## src/rtl/cfg_sel_pkg.sv

```systemverilog
// Shared types for the configuration selector.
package cfg_sel_pkg;
    typedef enum logic [1:0] {
        PH_IDLE = 2'd0,
        PH_BASE = 2'd1,
        PH_SCAN = 2'd2
    } phase_e;
endpackage

```

## src/rtl/cfg_scan_ctrl.sv

```systemverilog
// Scan sequencer: on start, one baseline read, then one candidate index per
// clock in ascending order. Assumes the table answers in the same cycle.
module cfg_scan_ctrl
    import cfg_sel_pkg::*;
#(
    parameter int NCAND = 32,
    parameter int IDX_W = $clog2(NCAND)
) (
    input  logic             clk,
    input  logic             rst_n,
    input  logic             start,
    output phase_e           phase,
    output logic [IDX_W-1:0] idx,
    output logic             base_ld,
    output logic             cand_vld,
    output logic             last
);
    localparam logic [IDX_W-1:0] LAST_IDX = IDX_W'(NCAND - 1);

    assign base_ld  = (phase == PH_BASE);
    assign cand_vld = (phase == PH_SCAN);
    assign last     = cand_vld && (idx == LAST_IDX);

    // Phase and index sequencing.
    always_ff @(posedge clk) begin
        if (!rst_n) begin
            phase <= PH_IDLE;
            idx   <= '0;
        end else begin
            unique case (phase)
                PH_IDLE: if (start) phase <= PH_BASE;
                PH_BASE: begin
                    phase <= PH_SCAN;
                    idx   <= '0;
                end
                PH_SCAN: begin
                    if (last) phase <= PH_IDLE;
                    idx <= idx + 1'b1;
                end
                default: phase <= PH_IDLE;
            endcase
        end
    end


    idx_step_chk: assert property (@(posedge clk) disable iff (!rst_n)
        (cand_vld && !last) |=> (cand_vld && idx == $past(idx) + 1'b1));

    no_restart_chk: assert property (@(posedge clk) disable iff (!rst_n)
        cand_vld |=> (phase != PH_BASE));
endmodule

```

## src/rtl/cfg_slow_filter.sv

```systemverilog
// Slowdown filter: passes a candidate when (T - Tbase)*100 < thr*Tbase,
// evaluated in signed arithmetic wide enough that nothing overflows.
module cfg_slow_filter #(
    parameter int TIME_W = 16,
    parameter int THR_W  = 7
) (
    input  logic [TIME_W-1:0] base_time,
    input  logic [TIME_W-1:0] cand_time,
    input  logic [THR_W-1:0]  thr,
    output logic              pass
);
    localparam int PW = TIME_W + THR_W + 9;
    localparam logic signed [PW-1:0] HUNDRED = PW'(100);

    logic signed [PW-1:0] diff, lhs, rhs;

    // Cross-multiplied percentage comparison.
    always_comb begin
        diff = $signed({{(PW-TIME_W){1'b0}}, cand_time})
             - $signed({{(PW-TIME_W){1'b0}}, base_time});
        lhs  = diff * HUNDRED;
        rhs  = $signed({{(PW-THR_W){1'b0}}, thr})
             * $signed({{(PW-TIME_W){1'b0}}, base_time});
        pass = (lhs < rhs);
    end
endmodule

```

## src/rtl/cfg_best_track.sv

```systemverilog
// Running minimum of energy over passing candidates; empty after clr.
// Strict comparison keeps the earliest candidate on ties.
module cfg_best_track #(
    parameter int EN_W  = 16,
    parameter int IDX_W = 5
) (
    input  logic             clk,
    input  logic             rst_n,
    input  logic             clr,
    input  logic             cand_vld,
    input  logic             pass,
    input  logic [EN_W-1:0]  energy,
    input  logic [IDX_W-1:0] idx,
    output logic             nx_vld,
    output logic [IDX_W-1:0] nx_idx
);
    logic             best_vld;
    logic [EN_W-1:0]  best_en;
    logic [IDX_W-1:0] best_idx;
    logic             take;

    // Decide whether the current candidate displaces the holder.
    always_comb begin
        take   = cand_vld && pass && (!best_vld || energy < best_en);
        nx_vld = best_vld || take;
        nx_idx = take ? idx : best_idx;
    end

    // Hold the best candidate so far.
    always_ff @(posedge clk) begin
        if (!rst_n || clr) begin
            best_vld <= 1'b0;
            best_en  <= '0;
            best_idx <= '0;
        end else if (take) begin
            best_vld <= 1'b1;
            best_en  <= energy;
            best_idx <= idx;
        end
    end


    en_monotone_chk: assert property (@(posedge clk) disable iff (!rst_n)
        (best_vld && !clr) |=> (best_vld && best_en <= $past(best_en)));
endmodule

```

## src/rtl/cfg_energy_select.sv

```systemverilog
// Top: sequences a scan over SIZES x WAYS candidates, filters on slowdown
// against the full-size all-ways baseline, keeps the minimum energy and
// publishes the result with a one-cycle done. Table read is combinational.
module cfg_energy_select
    import cfg_sel_pkg::*;
#(
    parameter int WAYS   = 8,
    parameter int SIZES  = 4,
    parameter int TIME_W = 16,
    parameter int EN_W   = 16,
    parameter int THR_W  = 7,
    parameter int NCAND  = WAYS * SIZES,
    parameter int IDX_W  = $clog2(NCAND),
    parameter int WAY_W  = $clog2(WAYS + 1)
) (
    input  logic              clk,
    input  logic              rst_n,
    input  logic              start,
    input  logic [THR_W-1:0]  thresh_pct,
    output logic [IDX_W-1:0]  tbl_addr,
    input  logic [TIME_W-1:0] tbl_time,
    input  logic [EN_W-1:0]   tbl_energy,
    output logic [1:0]        cfg_size,
    output logic [WAY_W-1:0]  cfg_ways,
    output logic              none_fit,
    output logic              done
);
    localparam int WB = $clog2(WAYS);
    localparam logic [IDX_W-1:0] BASE_IDX = IDX_W'(WAYS - 1);

    phase_e            phase;
    logic [IDX_W-1:0]  idx;
    logic              base_ld, cand_vld, last, pass, nx_vld;
    logic [IDX_W-1:0]  nx_idx;
    logic [TIME_W-1:0] base_time;

    cfg_scan_ctrl #(.NCAND(NCAND), .IDX_W(IDX_W)) u_ctrl (
        .clk(clk), .rst_n(rst_n), .start(start), .phase(phase), .idx(idx),
        .base_ld(base_ld), .cand_vld(cand_vld), .last(last)
    );

    assign tbl_addr = base_ld ? BASE_IDX : idx;

    // Capture the baseline time.
    always_ff @(posedge clk) begin
        if (!rst_n)       base_time <= '0;
        else if (base_ld) base_time <= tbl_time;
    end

    cfg_slow_filter #(.TIME_W(TIME_W), .THR_W(THR_W)) u_filt (
        .base_time(base_time), .cand_time(tbl_time), .thr(thresh_pct), .pass(pass)
    );

    cfg_best_track #(.EN_W(EN_W), .IDX_W(IDX_W)) u_best (
        .clk(clk), .rst_n(rst_n), .clr(base_ld), .cand_vld(cand_vld),
        .pass(pass), .energy(tbl_energy), .idx(idx),
        .nx_vld(nx_vld), .nx_idx(nx_idx)
    );

    // Publish the result at the last candidate.
    always_ff @(posedge clk) begin
        if (!rst_n) begin
            cfg_size <= 2'd0;
            cfg_ways <= WAY_W'(WAYS);
            none_fit <= 1'b0;
            done     <= 1'b0;
        end else begin
            done <= last;
            if (last) begin
                if (nx_vld) begin
                    cfg_size <= 2'(nx_idx >> WB);
                    cfg_ways <= WAY_W'(nx_idx[WB-1:0]) + 1'b1;
                    none_fit <= 1'b0;
                end else begin
                    none_fit <= 1'b1;
                end
            end
        end
    end


    done_pulse_chk: assert property (@(posedge clk) disable iff (!rst_n)
        done |=> !done);

    keep_on_none_chk: assert property (@(posedge clk) disable iff (!rst_n)
        (done && none_fit) |-> ($stable(cfg_size) && $stable(cfg_ways)));

    cfg_quiet_chk: assert property (@(posedge clk) disable iff (!rst_n)
        !done |-> ($stable(cfg_size) && $stable(cfg_ways)));

    ways_range_chk: assert property (@(posedge clk) disable iff (!rst_n)
        (cfg_ways >= 1 && cfg_ways <= WAY_W'(WAYS)));
endmodule

```

## config.mk

```make
export PLATFORM = sky130hd
export DESIGN_NAME = cfg_energy_select
export DESIGN_NICKNAME = d
export VERILOG_FILES = /design/src/rtl/cfg_sel_pkg.sv /design/src/rtl/cfg_scan_ctrl.sv /design/src/rtl/cfg_slow_filter.sv /design/src/rtl/cfg_best_track.sv /design/src/rtl/cfg_energy_select.sv
export SDC_FILE = /design/constraint.sdc
export NUM_CORES = 1
export LEC_CHECK = 0
export BUFFER_PORTS_ARGS = -buffer_cell sky130_fd_sc_hd__buf_2
export CAP_MARGIN = 10
export CORE_UTILIZATION = 40
export CTS_CLUSTER_DIAMETER = 80
export DETAILED_ROUTE_END_ITERATION = 10
export PLACE_DENSITY_LB_ADDON = 0.25
export SYNTH_ARGS = -nofsm -noshare
export SYNTH_HDL_FRONTEND = slang
export SYNTH_SLANG_ARGS = --single-unit
```

## constraint.sdc

```tcl
create_clock -name clk -period 25.8 [get_ports clk]
set_clock_uncertainty 0.05 [all_clocks]
set_input_delay 5.16 -clock clk [delete_from_list [all_inputs] [get_ports clk]]
set_output_delay 5.16 -clock clk [all_outputs]
set_load 0.005 [all_outputs]
```

==> summary.txt, run 1 <==
Yosys
  – Synthesis-stage register bit count: 53
  – Async set or reset register ratio after synthesis: 0%
  – Mapped Nets: 1318
  – Mapped Avg Cell Area: roughly 8.6 sq um
  – Syn Std Cell Area: 8910 sq um
  – EDFF count, synth: 0
  – Cell count after synthesis: about 1000
  – Synth cell types: between 60 and 70
  – Ys flop type: dfxtp_1
  – YS warnings: 0
  – Sequential share of the synthesized area: 11.9%

Worst hold path
  – Hold Crit Class: flip-flop to flip-flop

Clock tree
  – Post-CTS Setup Inserts: 0
  – Worst-Skew Late Latency: 0.30 ns
  – CTS Buf Count: 5
  – H-tree Lvls: 2
  – CTS Hold Bufs: 0
  – Reg clk slew, reported paths: 0.07 ns
  – CTS tree: done
  – Max Root-Sink Buffers: 2
  – CTS Root Cell: clkbuf_16
  – CTS resizes: 0
  – Clock sink total: 53

Routing
  – Drt first-iter violations: 232
  – DRC viols: 0
  – Via/cell ratio: 4.98
  – DRT Wirelength: 18700 um
  – First-pass DRT Iterations: 4
  – Post-route ant nets: 0
  – Vias: 6788
  – Routed WL per cell: 13.7 um

Worst setup path
  – Startpoint types: input pin
  – Slowest stage delay, CP: between 0.5 and 0.6 ns
  – Crit path kind: input pin to flip-flop
  – Required time of the critical path: 25.96 ns
  – Crit path DAT: about 13 ns
  – Type of destination of the critical path: flip-flop
  – Slowest cell on the critical path: fa_1
  – Crit-path max FO: 21

Timing
  – Unrepaired setup endpoints after global routing: false
  – Final Cycle Share: 49.9%
  – Min cycle time layout: 12.88 ns
  – Achievable Freq: 77.6 MHz
  – Setup TNS: 0 ns
  – Final setup violation count: 0
  – Actual slew at the worst max-slew pin: around 0.84 ns
  – Worst slew margin: 43.8%
  – Max Slew Vio Count: 0
  – Fin. Hold Viols: 0

Cells and area
  – Final Instance Count excl. Fillers: 1362
  – Final core occ: between 40% and 50%
  – Area Growth Syn to Fin: 7.91%
  – # fillers: 2197
  – Share of layout cells above drive strength 1: 7.68%
  – NumNets Final: 1358

Power
  – LEAKAGE: 0.00469 uW
  – Combinational group share of total power: 82.1%
  – PD cells: slightly above 100 nW/um^2
  – Int Pwr: ~480 uW
  – P_sw: between 400 and 500 uW
  – Switching Fraction: 50.3%
  – Sequential share of power: 9.6%
  – Clock power share: under 10%
  – Maximum VDD drop: 56.1 uV

Die
  – DIE WIDTH: approximately 150 um
  – Die area: 22900 sq um
  – Core region area: 21800 sq um
  – Ports: 55
  – Die Y: 151 um
  – Site Rows: 54
  – Starting Density: 40.8%

Global routing
  – Total grt overflow: 0
  – Largest net degree at the start of global routing: 29
  – Initial antenna violation count: 1
  – First-pass GRT wire length: approximately 32000 um
  – GRT Total Usage: 17.6%
  – Number of global-route vias before repair: 6703

Placement
  – GPL Wtd Cong: 0.803
  – Post-detailed-placement half-perimeter wirelength: roughly 16000 um
  – IO Port Bufs: 54
  – Cell count after placement: 1353

Run status
  – Outcome: complete, no violations

Flow run
  – Max cap viols: 0
[critical path: cells and delay by family]
kind	cells	cell delay (ns)
AND/OR/NAND/NOR	4	0.74
AO/OA/AOI/OAI	14	2.83
buffers and inverters	6	0.76
multiplexers	1	0.41
XOR/XNOR	1	0.20
adder cells (fa/ha/maj)	7	2.93
[area by class of cell]
class,instances,area (sq um),share of cell area (%)
Multi-Input combinational cell,804,7140,74.2
Sequential cell,53,1060,11.0
Inverter,160,601,6.25
Tap cell,280,350,3.64
Timing Repair Buffer,56,285,2.97
Clock buffer,6,139,1.44
Clock inverter,2,37.5,0.390
Antenna cell,1,2.50,0.0260
[logic make-up after synthesis]
kind of cell    Yosys count  share of synthesized area, %
xor+xnor                 61                          6.00
compound gates          179                          13.6
mux                      40                          4.55
buf+inv                 183                          7.98
simple gates            288                          16.2
fa+ha+maj               236                          39.7
flops                    53                          11.9
[state kept, by name, indices dropped and copies added (netlist names)]
| register | flops |
|---|---|
| base_time | 16 |
| u_best.best_en | 16 |
| u_best.best_idx | 5 |
| u_ctrl.idx | 5 |
| cfg_ways | 4 |
| cfg_size | 2 |
| u_ctrl.phase | 2 |
| done | 1 |
| none_fit | 1 |
| u_best.best_vld | 1 |
[metrics by stage]
stage / setup slack (ns) / total power, uW / instance area (sq um) / hold slack (ns)
final: 12.92 / 972 / 9610 / 0.426
after detailed placement: 12.58 / 891 / 9430 / 0.420
after global placement: 12.71 / 883 / 9430 / 0.416
after floorplan: 13.50 / 720 / 8910 / 0.402
after CTS: 12.87 / 979 / 9610 / 0.431
after global routing: 12.42 / 1100 / 9610 / 0.461
[per-layer routing]
layer	vias to the layer above	part of all wire, %	GRT usage [%]
li1	3546	-	-
met1	3174	54	26.2
met2	56	43	27.4
met3	12	2.5	1.51
met4	0	1.0	3.45
met5	-	0	0
[cells in the mapped netlist, drive strengths merged, types with 7 or more instances]
cell	count	area share [%]
dfxtp	53	12
clkbuf	18	0.76
nor2b	10	0.70
nor2	69	2.9
o21ai	30	1.8
nor3	9	0.51
a211oi	14	1.4
and2	81	5.7
a21oi	53	3.0
nand2	61	2.6
xnor2	36	3.5
o21bai	9	0.76
ha	158	22
nand3	23	1.3
o21a	7	0.59
fa	78	18
a21o	22	1.9
xor2	25	2.5
nand2b	12	0.84
mux2i	36	4.0
inv	160	6.7
[cell usage in the layout, fill, tap and decap left out, types with 7 or more instances in the layout]
| cell | instances |
|---|---|
| a211oi_1 | 11 |
| a21o_1 | 22 |
| a21oi_1 | 52 |
| and2_1 | 81 |
| buf_2 | 54 |
| dfxtp_1 | 53 |
| fa_1 | 78 |
| ha_1 | 158 |
| inv_1 | 159 |
| mux2i_1 | 36 |
| nand2_1 | 61 |
| nand2b_1 | 12 |
| nand3_1 | 23 |
| nor2_1 | 69 |
| nor2b_1 | 10 |
| nor3_1 | 9 |
| o21a_1 | 7 |
| o21ai_0 | 26 |
| o21bai_1 | 9 |
| xnor2_1 | 36 |
| xor2_1 | 25 |
[power groups by stage]
stage	clock, uW	combinational [uW]	sequential [uW]
after floorplan	0	629	91.6
after global placement	0	788	95.6
after detailed placement	0	796	95.7
after CTS	82.4	802	93.7
after global routing	85.0	925	94.6
final	80.1	798	93.7
[final timing paths]
path	from	endpoint	slack, ns	cells after the start
worst min register to register	none_fit	none_fit	0.43	2
worst max-delay path	thresh_pct[3]	cfg_ways[2]	12.92	33
worst max register to register	base_time[1]	cfg_ways[2]	17.46	31
worst min-delay path	none_fit	none_fit	0.43	2
(Power assumes the default switching activity.)
==> inputs of run 2 (changes only) <==
--- a/config.mk
+++ b/config.mk
@@ -5,6 +5,7 @@
 export SDC_FILE = /design/constraint.sdc
 export NUM_CORES = 1
 export LEC_CHECK = 0
+export ABC_AREA = 1
 export BUFFER_PORTS_ARGS = -buffer_cell sky130_fd_sc_hd__buf_2
 export CAP_MARGIN = 10
 export CORE_UTILIZATION = 40
==> constraint.sdc (replaced) <==
create_clock -name clk -period 12.7 [get_ports clk]
set_clock_uncertainty 0.05 [all_clocks]
set_input_delay 2.54 -clock clk [delete_from_list [all_inputs] [get_ports clk]]
set_output_delay 2.54 -clock clk [all_outputs]
set_load 0.005 [all_outputs]
==> run 2 against run 1 <==
Net effect:
- utilization fell by 0.27 points
- sequential share of layout area is 0.067 points lower
- highest routed layer unchanged
- first-iteration DRC count grew 34%
==> summary.txt, run 2 <==
Worst setup path
  – Reg2reg end: cfg_ways[1] (was cfg_ways[2])
  – Required time of the critical path: 12.85 ns (was 25.96 ns)
  – Startpoint types: input pin (unchanged)
  – Setup crit start: thresh_pct[6] (was thresh_pct[3])
  – Type of destination of the critical path: flip-flop (unchanged)
  – Crit-path max FO: 45 (was 21)
  – Crit path DAT: 9.66 ns (was 13.05 ns)
  – Worst Reg-to-Reg Cells: 34 (was 31)
  – Slowest stage delay, CP: 0.54 ns (about the same)
  – R2R setup slack: 5.14 ns (was 17.46 ns)
  – Slowest cell on the critical path: fa_1 (unchanged)
  – Crit path kind: input pin to flip-flop (unchanged)
  – Worst R2R Start: base_time[1] (unchanged)
  – Most frequent cell on the critical path: nand2_1
  – CP endpoint: cfg_ways[1] (was cfg_ways[2])

Cells and area
  – Register Area: 1060 sq um (unchanged)
  – Area Growth Syn to Fin: 6.31% (was 7.91%)
  – Multi-input gate area: 6750 sq um (was 7140 sq um)
  – Share of layout cells above drive strength 1: 6.10% (was 7.68%)
  – Final Cell Area: 9670 sq um (was 9610 sq um)
  – NumNets Final: 1556 (was 1358)
  – Most common cell after layout, fill and taps aside: inv_1 (unchanged)
  – # fillers: 2287 (was 2197)
  – Commonest cells after routing, fill and taps aside: 291 x inv_1, 267 x nand2_1, 158 x ha_1, 99 x a21oi_1, 78 x fa_1 (was 159 x inv_1, 158 x ha_1, 81 x and2_1, 78 x fa_1, 69 x nor2_1)
  – Biggest regs: base_time (16), u_best.best_en (16) (unchanged)

Routing
  – Via/cell ratio: 4.80 (was 4.98)
  – Vias: 7500 (was 6788)
  – Drt first-iter violations: 310 (was 232)
  – DRT Wirelength: 19600 um (was 18700 um)
  – Post-route ant nets: 0 (unchanged)
  – First-pass DRT Iterations: 7 (was 4)
  – Routed WL per cell: 12.6 um (was 13.7 um)
  – DRC viols: 0 (unchanged)

Yosys
  – Ranking of synthesized cells by area: ha_1 22%, fa_1 17%, inv_1 12%, dfxtp_1 12%, nand2_1 11% (was ha_1 22%, fa_1 18%, dfxtp_1 12%, inv_1 6.7%, and2_1 5.7%)
  – Async set or reset register ratio after synthesis: 0% (unchanged)
  – Cell taking the most area after synthesis: ha_1 (unchanged)
  – Post-Synth Adder-Cell Area: 38.9% (was 39.7%)
  – Synth top cells by count: 291 x inv_1, 267 x nand2_1, 158 x ha_1 (was 159 x inv_1, 158 x ha_1, 81 x and2_1)
  – Post-synthesis compound-gate area fraction: 12.5% (was 13.6%)
  – Mapped Avg Cell Area: 7.21 sq um (was 8.57 sq um)
  – Largest family of logic cells by synthesized area: adder cells (unchanged)
  – Most common cell in the netlist: inv_1 (unchanged)
  – Synthesis-stage register bit count: 53 (unchanged)
  – Mux cell area share after synthesis: 0% (was 4.55%)
  – Cell count after synthesis: 1262 (was 1040)
  – Ys flop type: dfxtp_1 (unchanged)
  – YS warnings: 0 (unchanged)
  – Sequential share of the synthesized area: 11.7% (was 11.9%)
  – Synth Area in XOR/XNOR: 6.35% (was 6.00%)
  – Top cell type's share of synthesized area: 21.7% (was 22.2%)
  – Post-synthesis simple-gate area fraction: 16.4% (was 16.2%)
  – EDFF count, synth: 0 (unchanged)
  – Synth cell types: 37 (was 62)
  – Mapped Nets: 1540 (was 1318)
  – Syn Std Cell Area: 9100 sq um (was 8910 sq um)

Timing
  – Setup WS post-layout: 3.19 ns (was 12.92 ns)
  – Actual slew at the worst max-slew pin: 0.820 ns (was 0.842 ns)
  – Final setup violation count: 0 (unchanged)
  – Unrepaired setup endpoints after global routing: false (unchanged)
  – Setup TNS: 0 ns (unchanged)
  – Worst slew margin: 45.1% (was 43.8%)
  – Final Cycle Share: about three quarters
  – Achievable Freq: 105 MHz
  – Min cycle time layout: approximately 9.5 ns
  – Fin. Hold Viols: 0 (unchanged)
  – Max Slew Vio Count: 0 (unchanged)

Clock tree
  – Post-CTS Setup Inserts: 0 (unchanged)
  – CTS resizes: 0 (unchanged)
  – CTS Hold Bufs: 0 (unchanged)
  – Clock sink total: 53 (unchanged)
  – Reg clk slew, reported paths: 0.07 ns (about the same)
  – CTS Root Cell: clkbuf_16 (unchanged)
  – H-tree Lvls: 2 (unchanged)
  – CTS Buf Count: 5 (unchanged)
  – Worst-Skew Late Latency: 0.30 ns (about the same)
  – CTS tree: done (unchanged)
  – Max Root-Sink Buffers: 2 (unchanged)

Global routing
  – GRT Total Usage: 17.8% (was 17.6%)
  – Number of global-route vias before repair: 7278 (was 6703)
  – Total grt overflow: 0 (unchanged)
  – Initial antenna violation count: 3 (was 1)
  – First-pass GRT wire length: 34300 um (was 32400 um)
  – Largest net degree at the start of global routing: 46 (was 29)

Placement
  – Dpl ws: 2.91 ns (was 12.58 ns)
  – Post-detailed-placement half-perimeter wirelength: 16800 um (was 15900 um)
  – Placed cell area: 9520 sq um (was 9430 sq um)
  – GPL Wtd Cong: 0.849 (was 0.803)
  – IO Port Bufs: 54 (unchanged)

Die
  – Die Y: 153 um (was 151 um)
  – DIE WIDTH: 153 um (was 151 um)
  – Site Rows: 54 (unchanged)
  – Core region area: 22100 sq um (was 21800 sq um)
  – Die area: 23400 sq um (was 22900 sq um)
  – Starting Density: 41.2% (was 40.8%)
  – Ports: 55 (unchanged)

Run status
  – Outcome: complete, no violations (unchanged)

Flow run
  – Max cap viols: 0 (unchanged)

Worst hold path
  – Min-delay src: u_best.best_en[0] (was none_fit)
  – Hold Crit Class: flip-flop to flip-flop (unchanged)
[run 2: cell count changes in the layout (fill, tap and decap cells not counted), moves of 18 or more]
cell and delta:
a21oi_1 +47, and2_1 -78, o21ai_0 +31, xor2_1 +18
nand2_1 +206, mux2i_1 -36, nor2_1 -23, inv_1 +132
[run 2: layer usage]
metal	part of all wire, %	vias up	track usage, %
met2	47	106	30.6
met1	48	3433	23.7
met3	4.0	14	2.81
met4	0.78	0	2.84
li1	-	3947	-
met5	0	-	0
[run 2: worst min path at each step]
stage | cells past startpoint | endpoint | slack (ns)
detailed placement | 2 | u_best.best_en[0] | 0.40
finish | 2 | u_best.best_en[0] | 0.40
floorplan | 2 | u_best.best_en[0] | 0.37
global placement | 2 | u_best.best_en[0] | 0.39
global route | 2 | u_best.best_en[14] | 0.43
CTS | 2 | u_best.best_en[0] | 0.41
[run 2: cells by family (layout without fill, tap and decap cells)]
kind of cell    count (synthesis)  count (layout)
xor+xnor                       66              66
buf+inv                       336             352
simple gates                  367             367
other cells                     0               3
fa+ha+maj                     236             236
compound gates                204             204
flops                          53              53
[run 2: per-stage QoR]
stage / hold slack, ns / cells / utilization (%)
after floorplan: 0.374 / 1262 / -
after global placement: 0.386 / 1551 / 43.1
after detailed placement: 0.398 / 1551 / 43.1
after CTS: 0.409 / 1558 / 43.7
after global routing: 0.431 / 1559 / 43.8
final: 0.405 / 1561 / 43.8
[run 2: layout make-up]
cell class              count  share of cell area [%]
diodes                      3                  0.0776
clock buffers               5                    1.29
clock inverters             2                   0.168
inverters                 291                    11.3
multi-input cells         873                    69.8
flip-flops and latches     53                    11.0
well taps                 280                    3.62
repair buffers             54                    2.79
[run 2: worst max-delay path: cells and delay by family]
family / cells / cell delay (ns)
AO/OA/AOI/OAI: 9 / 2.04
buffers and inverters: 6 / 0.58
adder cells (fa/ha/maj): 7 / 3.05
AND/OR/NAND/NOR: 13 / 1.42
Power of run 2 is not shown: default switching activity piles up to over one toggle a cycle in this logic, so the estimate is an artifact.
